<file path="config.mk">
export PLATFORM = sky130hd
export DESIGN_NAME = timebase_watchdog
export DESIGN_NICKNAME = d
export VERILOG_FILES = /design/src/rtl/tbwd_pkg.sv /design/src/rtl/tbwd_divider.sv /design/src/rtl/tbwd_watchdog.sv /design/src/rtl/tbwd_irq_out.sv /design/src/rtl/timebase_watchdog.sv
export SDC_FILE = /design/constraint.sdc
export NUM_CORES = 1
export LEC_CHECK = 0
export CAP_MARGIN = 30
export CORE_MARGIN = 3
export CORE_UTILIZATION = 54
export DETAILED_ROUTE_END_ITERATION = 7
export GPL_TIMING_DRIVEN = 0
export PLACE_DENSITY_LB_ADDON = 0.25
export REMOVE_ABC_BUFFERS = 1
export SYNTH_ARGS = -nofsm -noshare
export SYNTH_HDL_FRONTEND = slang
export SYNTH_SLANG_ARGS = --single-unit
</file>
<file path="constraint.sdc">
create_clock -name clk -period 2.8 [get_ports clk]
set_input_delay 0.56 -clock clk [delete_from_list [all_inputs] [get_ports clk]]
set_output_delay 0.56 -clock clk [all_outputs]
set_load 0.005 [all_outputs]
</file>
<file path="src/rtl/tbwd_pkg.sv">
package tbwd_pkg;

  typedef struct packed {
    logic set;
    logic drop;
  } en_ctl_t;

  function automatic logic next_enable(input logic cur, input en_ctl_t c);
    if (c.drop)     return 1'b0;
    else if (c.set) return 1'b1;
    else            return cur;
  endfunction

endpackage

</file>
<file path="src/rtl/tbwd_divider.sv">
module tbwd_divider #(
  parameter int PRE_W  = 8,
  parameter int STAGES = 7,
  parameter int SEL_W  = 3,
  localparam int CH_W  = PRE_W + STAGES,
  localparam int NSEL  = 1 << SEL_W
) (
  input  logic             clk,
  input  logic             rst_n,
  input  logic             clr,
  input  logic [SEL_W-1:0] rate_sel,
  output logic [CH_W-1:0]  count,
  output logic [SEL_W-1:0] sel_act,
  output logic             pre_roll,
  output logic             tb_level,
  output logic             period_end
);
  localparam logic [CH_W-1:0] ONE = CH_W'(1);

  logic [NSEL-1:0] lvl;
  logic [NSEL-1:0] endv;

  always_ff @(posedge clk or negedge rst_n) begin
    if (!rst_n)   count <= '0;
    else if (clr) count <= '0;
    else          count <= count + ONE;
  end

  assign pre_roll = &count[PRE_W-1:0];

  always_ff @(posedge clk or negedge rst_n) begin
    if (!rst_n)        sel_act <= '0;
    else if (pre_roll) sel_act <= rate_sel;
  end

  for (genvar s = 0; s < NSEL; s++) begin : g_tap
    localparam int TAP = (s <= STAGES) ? (CH_W - 1 - s) : (PRE_W - 1);
    assign lvl[s]  = count[TAP];
    assign endv[s] = &count[TAP:0];
  end

  assign tb_level   = lvl[sel_act];
  assign period_end = endv[sel_act];
endmodule

</file>
<file path="src/rtl/tbwd_watchdog.sv">
module tbwd_watchdog #(
  parameter int WD_W = 2
) (
  input  logic clk,
  input  logic rst_n,
  input  logic run,
  input  logic tick,
  input  logic cnt_clr,
  input  logic flag_clr,
  output logic flag
);
  localparam logic [WD_W-1:0] ONE = WD_W'(1);

  logic [WD_W-1:0] stage;
  logic            advance;

  assign advance = run & tick;

  always_ff @(posedge clk or negedge rst_n) begin
    if (!rst_n)       stage <= '0;
    else if (cnt_clr) stage <= '0;
    else if (advance) stage <= stage + ONE;
  end

  always_ff @(posedge clk or negedge rst_n) begin
    if (!rst_n)                   flag <= 1'b0;
    else if (cnt_clr || flag_clr) flag <= 1'b0;
    else if (advance && (&stage)) flag <= 1'b1;
  end
endmodule

</file>
<file path="src/rtl/tbwd_irq_out.sv">
module tbwd_irq_out (
  input  logic irq_en,
  input  logic tmr_en,
  input  logic tb_level,
  input  logic flag,
  output logic pull
);
  always_comb begin
    pull = 1'b0;
    if (irq_en) pull = (tmr_en & ~tb_level) | flag;
  end
endmodule

</file>
<file path="src/rtl/timebase_watchdog.sv">
module timebase_watchdog #(
  parameter int PRE_W  = 8,
  parameter int STAGES = 7,
  parameter int WD_W   = 2,
  localparam int SEL_W = $clog2(STAGES + 1),
  localparam int CH_W  = PRE_W + STAGES
) (
  input  logic             clk,
  input  logic             rst_n,
  input  logic [SEL_W-1:0] rate_sel,
  input  logic             tmr_on,
  input  logic             tmr_off,
  input  logic             tmr_clr,
  input  logic             wdt_on,
  input  logic             wdt_off,
  input  logic             wdt_clr,
  input  logic             irq_on,
  input  logic             irq_off,
  output logic             irq_pull
);
  import tbwd_pkg::*;

  localparam int N_EN = 3;
  localparam int I_TMR = 0;
  localparam int I_WDT = 1;
  localparam int I_IRQ = 2;

  en_ctl_t            ctl [N_EN];
  logic [N_EN-1:0]    en_q;
  logic [CH_W-1:0]    count;
  logic [SEL_W-1:0]   sel_act;
  logic               pre_roll, tb_level, period_end, flag;

  assign ctl[I_TMR] = '{set: tmr_on, drop: tmr_off};
  assign ctl[I_WDT] = '{set: wdt_on, drop: wdt_off};
  assign ctl[I_IRQ] = '{set: irq_on, drop: irq_off};

  for (genvar i = 0; i < N_EN; i++) begin : g_en
    always_ff @(posedge clk or negedge rst_n) begin
      if (!rst_n) en_q[i] <= 1'b0;
      else        en_q[i] <= next_enable(en_q[i], ctl[i]);
    end
  end

  tbwd_divider #(.PRE_W(PRE_W), .STAGES(STAGES), .SEL_W(SEL_W)) u_div (
    .clk(clk), .rst_n(rst_n), .clr(tmr_clr), .rate_sel(rate_sel),
    .count(count), .sel_act(sel_act), .pre_roll(pre_roll),
    .tb_level(tb_level), .period_end(period_end)
  );

  tbwd_watchdog #(.WD_W(WD_W)) u_wdt (
    .clk(clk), .rst_n(rst_n), .run(en_q[I_WDT]), .tick(period_end),
    .cnt_clr(wdt_clr), .flag_clr(irq_off), .flag(flag)
  );

  tbwd_irq_out u_out (
    .irq_en(en_q[I_IRQ]), .tmr_en(en_q[I_TMR]), .tb_level(tb_level),
    .flag(flag), .pull(irq_pull)
  );
endmodule

</file>
==> results.cfg <==
[status]
status = completed

[hold_path]
hold_path_end = en_q[2]$_DFFE_PN0P_
hp-class = reg -> reg
hold_path_depth = 2
min_from = en_q[2]$_DFFE_PN0P_

[power]
power_frac_seq_pct = 65.6
powerDensity_mw_per_mm2 = 391.5
power.share.switching_pct = 21.77
p_leak_nw = 0.6105
p_comb_share_pct = 7.7
power.share.clock_pct = 26.7
p_int_w = 0.0004270
irDropWorstVdd_mv = 0.3909
switching_power_w = 0.0001188

[place]
dp.cells = 153
pre_cts_ws_ns = 0.3181
port_buffers = 13
hpwl_mm = 1.655
place_congestion = 0.7702

[critical_path]
critPathMaxFanout = 7
critical_path_class = reg -> reg
cp_data_arrival_time_ns = 2.71
reg2reg_slack_ns = 0.29
r2r_end = u_wdt.stage[0]$_DFFE_PN0P_
slowest_delay_ns = 0.47
slowest_stage = nor2_1
cp.required_ns = 3.00
start_kind = register
crit_top_cell = ha_1
crit_chain = ha_1, nand3_1, nor2_1, ha_1, nand2_1, o21ai_0, o21ai_1, nor2_2, mux2_1
rr_worst_depth = 9
end_kind = register
r2r-start = u_div.count[0]$_DFF_PN0_

[global_route]
gr-total-overflow = 0
grt_max_degree = 17
met1_usage_pct = 22.06
grt_use_met3_pct = 3.704
use_met2_pct = 33.26
grt-busiest-layer = met2
grt_util_all_layers_pct = 18.60
antenna_found_initial = 0
grt_pass1_vias = 858
grt_first_pass_wirelength_mm = 3.746

[layout]
drive_gt1_share_pct = 10.77
area_delta_synth_final_pct = 17.63
n_antenna_cell = 0
nets = 148
fill_cells = 175
instances_no_fill = 157

[route]
drtPass1Iterations = 4
wire_per_inst_um = 13.61
drtIter0Drc = 8
wirelength_mm = 2.136
drc = 0
ant_nets = 0
num_vias = 854
avgViaCountPerCell = 5.439

[floorplan]
dieWidth_um = 52.84
num_io_pins = 14
die_h_um = 52.84
die-area_mm2 = 0.002792
start_util_pct = 58.60
rows = 16
core_area_mm2 = 0.002022

[sta]
finClkSkew_ns = 0.001621
worst_slew_pin_slew_ns = 0.5255
period_share_pct = 89.52
setup_tns_ns = 0
max_clock_freq_mhz = 398.9
setup_slack_ns = 0.2934
rsz0062_at_grt = false
min_period_ns = 2.507
hold_viol = 0
slew_viol_final = 0
setup_violations = 0
relSlewSlack_pct = 64.85

[yosys]
synth.area.mux_share_pct = 7.392
synth_adder_area_share_pct = 3.168
ys_async_sr_fraction_pct = 100.0
yosysWarnings = 0
ys_ff_latch = 24
ys_seq_area_share_pct = 50.69
synthCells = 113
synth_top_family_by_area = simple AND/OR/NAND/NOR gates
synthXorXnorAreaFrac_pct = 8.131
synth-simple-area-share_pct = 21.96
synth_flop_cell = dfrtp_1
netlist_area_mm2 = 0.001185
yosysUniqueCellTypes = 28
synth-edff-count = 0
syn_avg_cell_area_um2 = 10.49
synth_compound_area_share_pct = 7.075

[clocking]
clockRootBuffer = clkbuf_4
clk_latency_ns = 0.31
cts_max_level = 1
numCtsBuffers = 3
clk_pin_slew_ns = 0.12
cts_tree = done
cts.sinks = 24
clockBufferDepth = 2

[flow_run]
drv_cap = 0
kinds of logic (layout without fill, tap and decap cells):
logic type / after synthesis / after routing
compound gates: 14 / 14
simple gates: 50 / 50
flops: 24 / 24
xor+xnor: 11 / 11
mux: 6 / 6
fa+ha+maj: 3 / 3
buf+inv: 5 / 22
cell type report:
class,instances,area [µm²],area share [%]
timing repair buffer,15,155.1,11.13
tap,27,33.78,2.424
inverter,4,15.01,1.077
sequential,24,601.8,43.18
multi-input combinational,84,565.5,40.57
clock buffer,3,22.52,1.616
sequential cells by signal, indices dropped and copies added (netlist names):
| name | flops |
|---|---|
| en_q | 3 |
| u_wdt.stage | 2 |
| u_wdt.flag | 1 |
| u_div.sel_act | 3 |
| u_div.count | 15 |
what timing repair did:
action,in CTS,in global routing
hold buffers,0,0
gates resized for setup,0,2
setup buffers,0,1
setup endpoints to repair,0,1
per-stage QoR:
| step | util (%) | power [W] | hold slack, ns | area [µm²] |
|---|---|---|---|---|
| 2_1_floorplan | - | 0.0003739 | 0.2644 | 1181 |
| 3_3_place_gp | 66.52 | 0.0004034 | 0.4645 | 1345 |
| 3_5_place_dp | 67.26 | 0.0004076 | 0.4758 | 1360 |
| 4_1_cts | 68.38 | 0.0005567 | 0.5041 | 1383 |
| 5_1_grt | 68.94 | 0.0005719 | 0.5255 | 1394 |
| 6_report | 68.94 | 0.0005458 | 0.4957 | 1394 |
worst max-delay path, delay by kind of cell, from the launching register on:
kind,cells,cell delay [ns]
AOI/OAI and AO/OA,2,0.23
adders and majority gates,2,0.43
DFF,1,0.42
muxes,1,0.35
and+or+nand+nor,4,0.98
layout by cell type, fill, tap and decap left out, drive strengths merged, types with 5 or more instances in the layout:
cell type,netlist,routed
xnor2,5,5
nor2,23,23
nand2,6,6
clkdlybuf4s50,0,12
nand3,5,5
xor2,6,6
dfrtp,24,24
a21oi,6,6
o21ai,6,6
power groups by stage:
stage,logic (W),clock network (W),registers [W]
after CTS,0.0000433,0.000155,0.000358
after global routing,0.0000475,0.000165,0.000359
after detailed placement,0.0000429,0,0.000365
after global placement,0.0000392,0,0.000364
final,0.0000422,0.000146,0.000358
after floorplan,0.0000105,0,0.000363
worst max-delay path by stage:
stage | endpoint | cells after the start | start
detailed placement | u_wdt.stage[0]$_DFFE_PN0P_ | 9 | u_div.count[0]$_DFF_PN0_
finish | u_wdt.stage[0]$_DFFE_PN0P_ | 9 | u_div.count[0]$_DFF_PN0_
CTS | irq_pull | 5 | u_div.sel_act[0]$_DFFE_PN0N_
floorplan | u_wdt.stage[0]$_DFFE_PN0P_ | 9 | u_div.count[0]$_DFF_PN0_
global placement | irq_pull | 5 | u_div.sel_act[0]$_DFFE_PN0N_
global route | u_wdt.stage[0]$_DFFE_PN0P_ | 9 | u_div.count[0]$_DFF_PN0_
Yosys cell counts (2+ instances only):
master	count	area [µm²]
mux2i_1	2	20.02
nand2b_1	3	18.77
nand3_1	5	25.02
nand4_1	3	18.77
xnor2_1	5	43.79
inv_1	4	15.01
dfrtp_1	24	600.6
mux4_2	2	45.04
nand2_1	6	22.52
a21oi_1	6	30.03
nor2b_1	4	25.02
nor2_1	22	82.58
xor2_1	6	52.55
o21ai_0	5	25.02
ha_1	3	37.54
metal layers:
layer  wire (µm)  share of wire, %
met3         100               4.7
met1         890                42
met4          40               1.9
met2        1104                52
met5           0                 0
Power figures use the tool's default switching activity.
